### src/rtl/irq_seq_pkg.sv
package irq_seq_pkg;

    typedef enum logic [2:0] {
        ST_IDLE  = 3'd0,
        ST_CLEAR = 3'd1,
        ST_SAVE  = 3'd2,
        ST_FETCH = 3'd3,
        ST_MASK  = 3'd4
    } seq_state_e;

    localparam int ENTRY_CYCLES = 4;

endpackage

### src/rtl/irq_flag_bank.sv
module irq_flag_bank #(
    parameter int LINES = 16,
    parameter int IDX_W = $clog2(LINES)
) (
    input  logic             clk,
    input  logic             rst_n,
    input  logic [LINES-1:0] set_vec,
    input  logic [LINES-1:0] sw_clr_vec,
    input  logic             hw_clr_en,
    input  logic [IDX_W-1:0] hw_clr_idx,
    output logic [LINES-1:0] flags
);

    logic [LINES-1:0] hw_clr_vec;
    logic [LINES-1:0] clr_vec;
    logic [LINES-1:0] flags_nxt;

    // one-hot decode of the sequencer clear, one comparator per line
    generate
        for (genvar g = 0; g < LINES; g++) begin : g_dec
            assign hw_clr_vec[g] = hw_clr_en && (hw_clr_idx == IDX_W'(g));
        end
    endgenerate

    always_comb begin
        clr_vec   = hw_clr_vec | sw_clr_vec;
        // a new request wins over any clear in the same cycle
        flags_nxt = (flags & ~clr_vec) | set_vec;
    end

    always_ff @(posedge clk) begin
        if (!rst_n) begin
            flags <= '0;
        end else begin
            flags <= flags_nxt;
        end
    end

endmodule

### src/rtl/irq_pick.sv
module irq_pick #(
    parameter int LINES = 16,
    parameter int IDX_W = $clog2(LINES)
) (
    input  logic [LINES-1:0] pend,
    output logic             any,
    output logic [IDX_W-1:0] idx
);

    always_comb begin
        any = |pend;
        idx = '0;
        // scan downwards so the lowest pending line is written last
        for (int i = LINES - 1; i >= 0; i--) begin
            if (pend[i]) begin
                idx = IDX_W'(i);
            end
        end
    end

endmodule

### src/rtl/irq_ctx_store.sv
module irq_ctx_store #(
    parameter int LINES = 16
) (
    input  logic             clk,
    input  logic             rst_n,
    input  logic             save_en,
    input  logic [LINES-1:0] en_in,
    input  logic             mask_in,
    output logic [LINES-1:0] en_saved,
    output logic             mask_saved
);

    always_ff @(posedge clk) begin
        if (!rst_n) begin
            en_saved   <= '0;
            mask_saved <= 1'b1;
        end else if (save_en) begin
            en_saved   <= en_in;
            mask_saved <= mask_in;
        end
    end

endmodule

### src/rtl/irq_seq_ctrl.sv
module irq_seq_ctrl
    import irq_seq_pkg::*;
#(
    parameter int IDX_W = 4
) (
    input  logic             clk,
    input  logic             rst_n,
    input  logic             take,
    input  logic [IDX_W-1:0] take_idx,
    output logic [IDX_W-1:0] sel_idx,
    output logic             busy,
    output logic             ack,
    output logic             clr_flag,
    output logic             save_ctx,
    output logic             lock
);

    seq_state_e state_q;
    seq_state_e state_nxt;

    always_comb begin
        state_nxt = state_q;
        unique case (state_q)
            ST_IDLE:  state_nxt = take ? ST_CLEAR : ST_IDLE;
            ST_CLEAR: state_nxt = ST_SAVE;
            ST_SAVE:  state_nxt = ST_FETCH;
            ST_FETCH: state_nxt = ST_MASK;
            ST_MASK:  state_nxt = ST_IDLE;
            default:  state_nxt = ST_IDLE;
        endcase
    end

    // state register
    always_ff @(posedge clk) begin
        if (!rst_n) begin
            state_q <= ST_IDLE;
        end else begin
            state_q <= state_nxt;
        end
    end

    // selected line is frozen for the whole entry
    always_ff @(posedge clk) begin
        if (!rst_n) begin
            sel_idx <= '0;
        end else if (state_q == ST_IDLE && take) begin
            sel_idx <= take_idx;
        end
    end

    // outputs
    always_comb begin
        busy     = 1'b1;
        ack      = 1'b0;
        clr_flag = 1'b0;
        save_ctx = 1'b0;
        lock     = 1'b0;
        unique case (state_q)
            ST_IDLE:  busy     = 1'b0;
            ST_CLEAR: clr_flag = 1'b1;
            ST_SAVE:  save_ctx = 1'b1;
            ST_FETCH: ack      = 1'b1;
            ST_MASK:  lock     = 1'b1;
            default:  busy     = 1'b0;
        endcase
    end

endmodule

### src/rtl/irq_accept_seq.sv
module irq_accept_seq
    import irq_seq_pkg::*;
#(
    parameter  int LINES = 16,
    localparam int IDX_W = $clog2(LINES)
) (
    input  logic             clk,
    input  logic             rst_n,
    input  logic [LINES-1:0] irq_req,
    input  logic             flag_clr_en,
    input  logic [LINES-1:0] flag_clr_mask,
    input  logic             en_wr_en,
    input  logic [LINES-1:0] en_wr_data,
    input  logic             mask_set,
    input  logic             mask_clr,
    input  logic             ret_req,
    output logic [LINES-1:0] flag_q,
    output logic [LINES-1:0] enable_q,
    output logic             gmask_q,
    output logic             busy,
    output logic             ack,
    output logic [IDX_W-1:0] vec_idx
);

    logic [LINES-1:0] pend;
    logic             pend_any;
    logic [IDX_W-1:0] pend_idx;
    logic [IDX_W-1:0] sel_idx;
    logic             clr_flag;
    logic             save_ctx;
    logic             lock;
    logic             idle;
    logic [LINES-1:0] sw_clr_vec;
    logic [LINES-1:0] en_saved;
    logic             mask_saved;
    logic [LINES-1:0] sel_onehot;

    assign idle       = !busy;
    assign pend       = flag_q & enable_q;
    assign sw_clr_vec = (idle && flag_clr_en) ? flag_clr_mask : '0;
    assign sel_onehot = LINES'(1) << sel_idx;
    assign vec_idx    = sel_idx;

    irq_flag_bank #(.LINES(LINES), .IDX_W(IDX_W)) u_flags (
        .clk        (clk),
        .rst_n      (rst_n),
        .set_vec    (irq_req),
        .sw_clr_vec (sw_clr_vec),
        .hw_clr_en  (clr_flag),
        .hw_clr_idx (sel_idx),
        .flags      (flag_q)
    );

    irq_pick #(.LINES(LINES), .IDX_W(IDX_W)) u_pick (
        .pend (pend),
        .any  (pend_any),
        .idx  (pend_idx)
    );

    irq_seq_ctrl #(.IDX_W(IDX_W)) u_ctrl (
        .clk      (clk),
        .rst_n    (rst_n),
        .take     (pend_any && !gmask_q),
        .take_idx (pend_idx),
        .sel_idx  (sel_idx),
        .busy     (busy),
        .ack      (ack),
        .clr_flag (clr_flag),
        .save_ctx (save_ctx),
        .lock     (lock)
    );

    irq_ctx_store #(.LINES(LINES)) u_ctx (
        .clk        (clk),
        .rst_n      (rst_n),
        .save_en    (save_ctx),
        .en_in      (enable_q),
        .mask_in    (gmask_q),
        .en_saved   (en_saved),
        .mask_saved (mask_saved)
    );

    // enable register: entry lock, then return, then software write
    always_ff @(posedge clk) begin
        if (!rst_n) begin
            enable_q <= '0;
        end else if (lock) begin
            enable_q <= enable_q & ~sel_onehot;
        end else if (idle && ret_req) begin
            enable_q <= en_saved;
        end else if (idle && en_wr_en) begin
            enable_q <= en_wr_data;
        end
    end

    // global mask: entry lock, then return, then set over clear
    always_ff @(posedge clk) begin
        if (!rst_n) begin
            gmask_q <= 1'b1;
        end else if (lock) begin
            gmask_q <= 1'b1;
        end else if (idle && ret_req) begin
            gmask_q <= mask_saved;
        end else if (idle && mask_set) begin
            gmask_q <= 1'b1;
        end else if (idle && mask_clr) begin
            gmask_q <= 1'b0;
        end
    end

endmodule

### config.mk
export PLATFORM = sky130hd
export DESIGN_NAME = irq_accept_seq
export DESIGN_NICKNAME = d
export VERILOG_FILES = /design/src/rtl/irq_seq_pkg.sv /design/src/rtl/irq_flag_bank.sv /design/src/rtl/irq_pick.sv /design/src/rtl/irq_ctx_store.sv /design/src/rtl/irq_seq_ctrl.sv /design/src/rtl/irq_accept_seq.sv
export SDC_FILE = /design/constraint.sdc
export NUM_CORES = 1
export LEC_CHECK = 0
export BUFFER_PORTS_ARGS = -buffer_cell sky130_fd_sc_hd__buf_2
export CORE_AREA = 3 3 109 111
export DETAILED_ROUTE_END_ITERATION = 8
export DIE_AREA = 0 0 112 114
export SLEW_MARGIN = 20
export SYNTH_ARGS = -nofsm -noshare
export SYNTH_HDL_FRONTEND = slang
export SYNTH_HIERARCHICAL = 1
export SYNTH_SLANG_ARGS = --single-unit
### constraint.sdc
create_clock -name clk -period 2.3 [get_ports clk]
set_input_delay 0.115 -clock clk [delete_from_list [all_inputs] [get_ports clk]]
set_output_delay 0.115 -clock clk [all_outputs]
set_load 0.05 [all_outputs]
==> reports/results.tsv <==
stage	metric	value	unit
cts	clk_pin_slew	0.07	ns
drt	ant_nets	0	
cts	cts_made_buffers	9	
drt	wire_per_inst	16.77	microns
timing	worst_slack	0.3368	ns
power	ir_drop	0.0002846	V
timing	rsz0062_at_grt	no	
run	maxCapViolations	0	
logic_synthesis	ys_types	42	
final_layout	n_fill_cell	1110	
power	finalPower	2.955	mW
power	p_switching	1.086	mW
die	die_h	114	microns
drt	drt_pass1_iterations	4	
final_layout	area.growth.synth_to_final	23.18	%
cts	h-tree-depth	3	
cts	clockBufferDepth	2	
placed_design	post-place-ws	0.09923	ns
logic_synthesis	synth_ff_type	dfxtp_1	
global_route	overflow	0	
final_layout	drive_gt1_frac	0.3403	
power	p_clk_frac	0.306	
die	start_util	0.2989	
timing	setup-tns-final	0	ns
global_route	grt_max_degree	46	
setup_path	max_stage_delay	0.36	ns
placed_design	place_congestion	0.8336	
timing	finalHoldViolCount	0	
power	p_int	1.869	mW
timing	fmax	509.4	MHz
cts	clock_latency	0.34	ns
placed_design	hpwlAfterDp	7.114	mm
logic_synthesis	ys_top_cells_by_count	dfxtp_1, mux2i_1, and2_1	
timing	slew_viol_final	0	
power	sw_frac_of_total	0.3675	
global_route	grt_pass1_wl	15.10	mm
logic_synthesis	avgSynthCellArea	9.744	sq um
power	power_frac_seq	0.398	
timing	worstMarginPinSlew	0.8599	ns
global_route	antenna_found_initial	0	
setup_path	crit_path_end_kind	flip-flop	
logic_synthesis	synth_top_cell_area_share	0.3506	
logic_synthesis	synth_top_cells_by_area	dfxtp_1, mux2i_1, a221oi_2	
timing	fin_skew	0.004509	ns
drt	vias_per_cell	4.935	
logic_synthesis	synth_edf_count	0	
setup_path	worstPathMaxFanout	5	
timing	period_needed	1.963	ns
timing	finalSetupViolCount	0	
timing	post-route-period-util	0.8536	
setup_path	cp_top_family	simple AND/OR/NAND/NOR gates	
global_route	grt_pass1_vias	2799	
setup_path	path_class	flip-flop to flip-flop	
setup_path	path_buf_inv	0	
timing	fin_hold_ws	0.03797	ns
logic_synthesis	synth_largest_area_cell	dfxtp_1	
placed_design	placedInstanceArea	3820	sq um
logic_synthesis	synthArstFlopShare	0	
logic_synthesis	synth-seq-area-share	0.3506	
status	run_status	finished clean	
die	core	10890	sq um
final_layout	antenna_cells	0	
global_route	grtUsageTotal	0.1518	
drt	wirelength	9.594	mm
drt	routed-via-count	2823	
cts	cts.sinks	57	
die	die_w	112	microns
die	row_count	38	
setup_path	crit_chain	and2_1 -> nor4_2 -> nand3_1 -> or3_1 -> nor2b_1 -> nor4b_4 -> o21a_1	
worst_hold_path	min_path_type	input pin to flip-flop	
die	die_area	12770	sq um
cts	ctsRootBufferMaster	clkbuf_8	
logic_synthesis	synth.cell_area	3254	sq um
logic_synthesis	ys_ff_latch	57	
power	p_leak	1.842	nW
cts	cts-hold-fix-buffers	0	
final_layout	nets	483	
setup_path	critPathSlowestCell	dfxtp_1	
setup_path	cp-start-kind	flip-flop	
cts	cts_tree	yes	
drt	drt_iter0_drc	156	
setup_path	cp.required	2.53	ns
logic_synthesis	yosys_warnings	6	
timing	relSlewSlack	0.4261	
logic_synthesis	synthesis.nets	389	
placed_design	port_buffers	93	
die	ios	94	
logic_synthesis	yosysMostFrequentCell	dfxtp_1	
logic_synthesis	synthCells	334	
setup_path	arrival	2.19	ns
power	power_frac_comb	0.296	
power	p_per_area	737.2	nW/um^2
final_layout	fin_area	4009	sq um
drt	drc	0	
## final timing paths
kind,from,end,slack (ns),depth (start not counted)
max reg2reg,enable_q[4],u_ctrl/state_q[0],0.34,7
max,enable_q[4],u_ctrl/state_q[0],0.34,7
min reg2reg,u_ctx/mask_saved,u_ctx/mask_saved,0.48,2
min,irq_req[13],u_flags/flags[13],0.04,3
## per-layer routing
layer  vias to the layer above  track usage  routed length (microns)
li1                       1402            -                        -
met1                      1323       0.1986                     4446
met2                        92       0.2422                     4381
met3                         6      0.04456                      687
met4                         0      0.04888                       78
met5                         -            0                        0
## power by group through the flow
stage	clock network (mW)	logic, mW	registers [mW]
finish	0.904	0.874	1.18
global route	0.973	0.940	1.19
CTS	0.931	0.877	1.18
detailed placement	0	0.875	1.20
global placement	0	0.863	1.20
floorplan	0	0.450	1.39
## sequential cells by signal, summed over array words and instances (netlist names)
signal,count
enable_q,16
u_ctx/en_saved,16
u_flags/flags,16
u_ctrl/sel_idx,4
u_ctrl/state_q,3
gmask_q,1
u_ctx/mask_saved,1
## worst min-delay path, stage by stage
cell and delay (ns):
buf_2 0.11, inv_1 0.06, a221oi_2 0.05
## cells in the final DEF, fill, tap and decap left out, drive strengths merged, types with 2 or more instances in the layout
cell type / n
clkinvlp: 2
nor2b: 20
a32oi: 12
nand2b: 17
nand3: 10
nor2: 12
nand2: 14
and3b: 9
a21oi: 3
clkinv: 3
mux2i: 38
o2111a: 4
o21ai: 3
and3: 3
a221oi: 16
nor4: 2
and2: 35
dfxtp: 57
o211a: 12
inv: 21
o21a: 2
nor3b: 12
nor3: 5
a31oi: 2
buf: 100
clkbuf: 9
## kinds of logic after synthesis
group / count (synthesis) / synth area share
mux: 38 / 0.1169
buf+inv: 38 / 0.06574
flops: 57 / 0.3506
compound gates: 58 / 0.1845
xor+xnor: 1 / 0.002692
simple gates: 142 / 0.2795
## cell type report
cell class	count	area, sq um	area share
multi-input combinational	239	1912	0.4769
inverter	21	78.83	0.01966
tap	140	175.2	0.04370
timing repair buffer	100	518.0	0.1292
clock buffer	9	123.9	0.03090
clock inverter	6	60.06	0.01498
sequential	57	1141	0.2846
## metrics by stage
step,instances,util
floorplan,334,-
global placement,557,0.3508
detailed placement,557,0.3508
CTS,572,0.3677
global route,572,0.3682
finish,572,0.3682
## timing repair
item                                    in CTS  in global routing
gates resized for setup                      0                  1
setup buffers                                0                  0
endpoints found under the setup margin       0                 16
No activity file was read; power rests on OpenSTA's default activity.
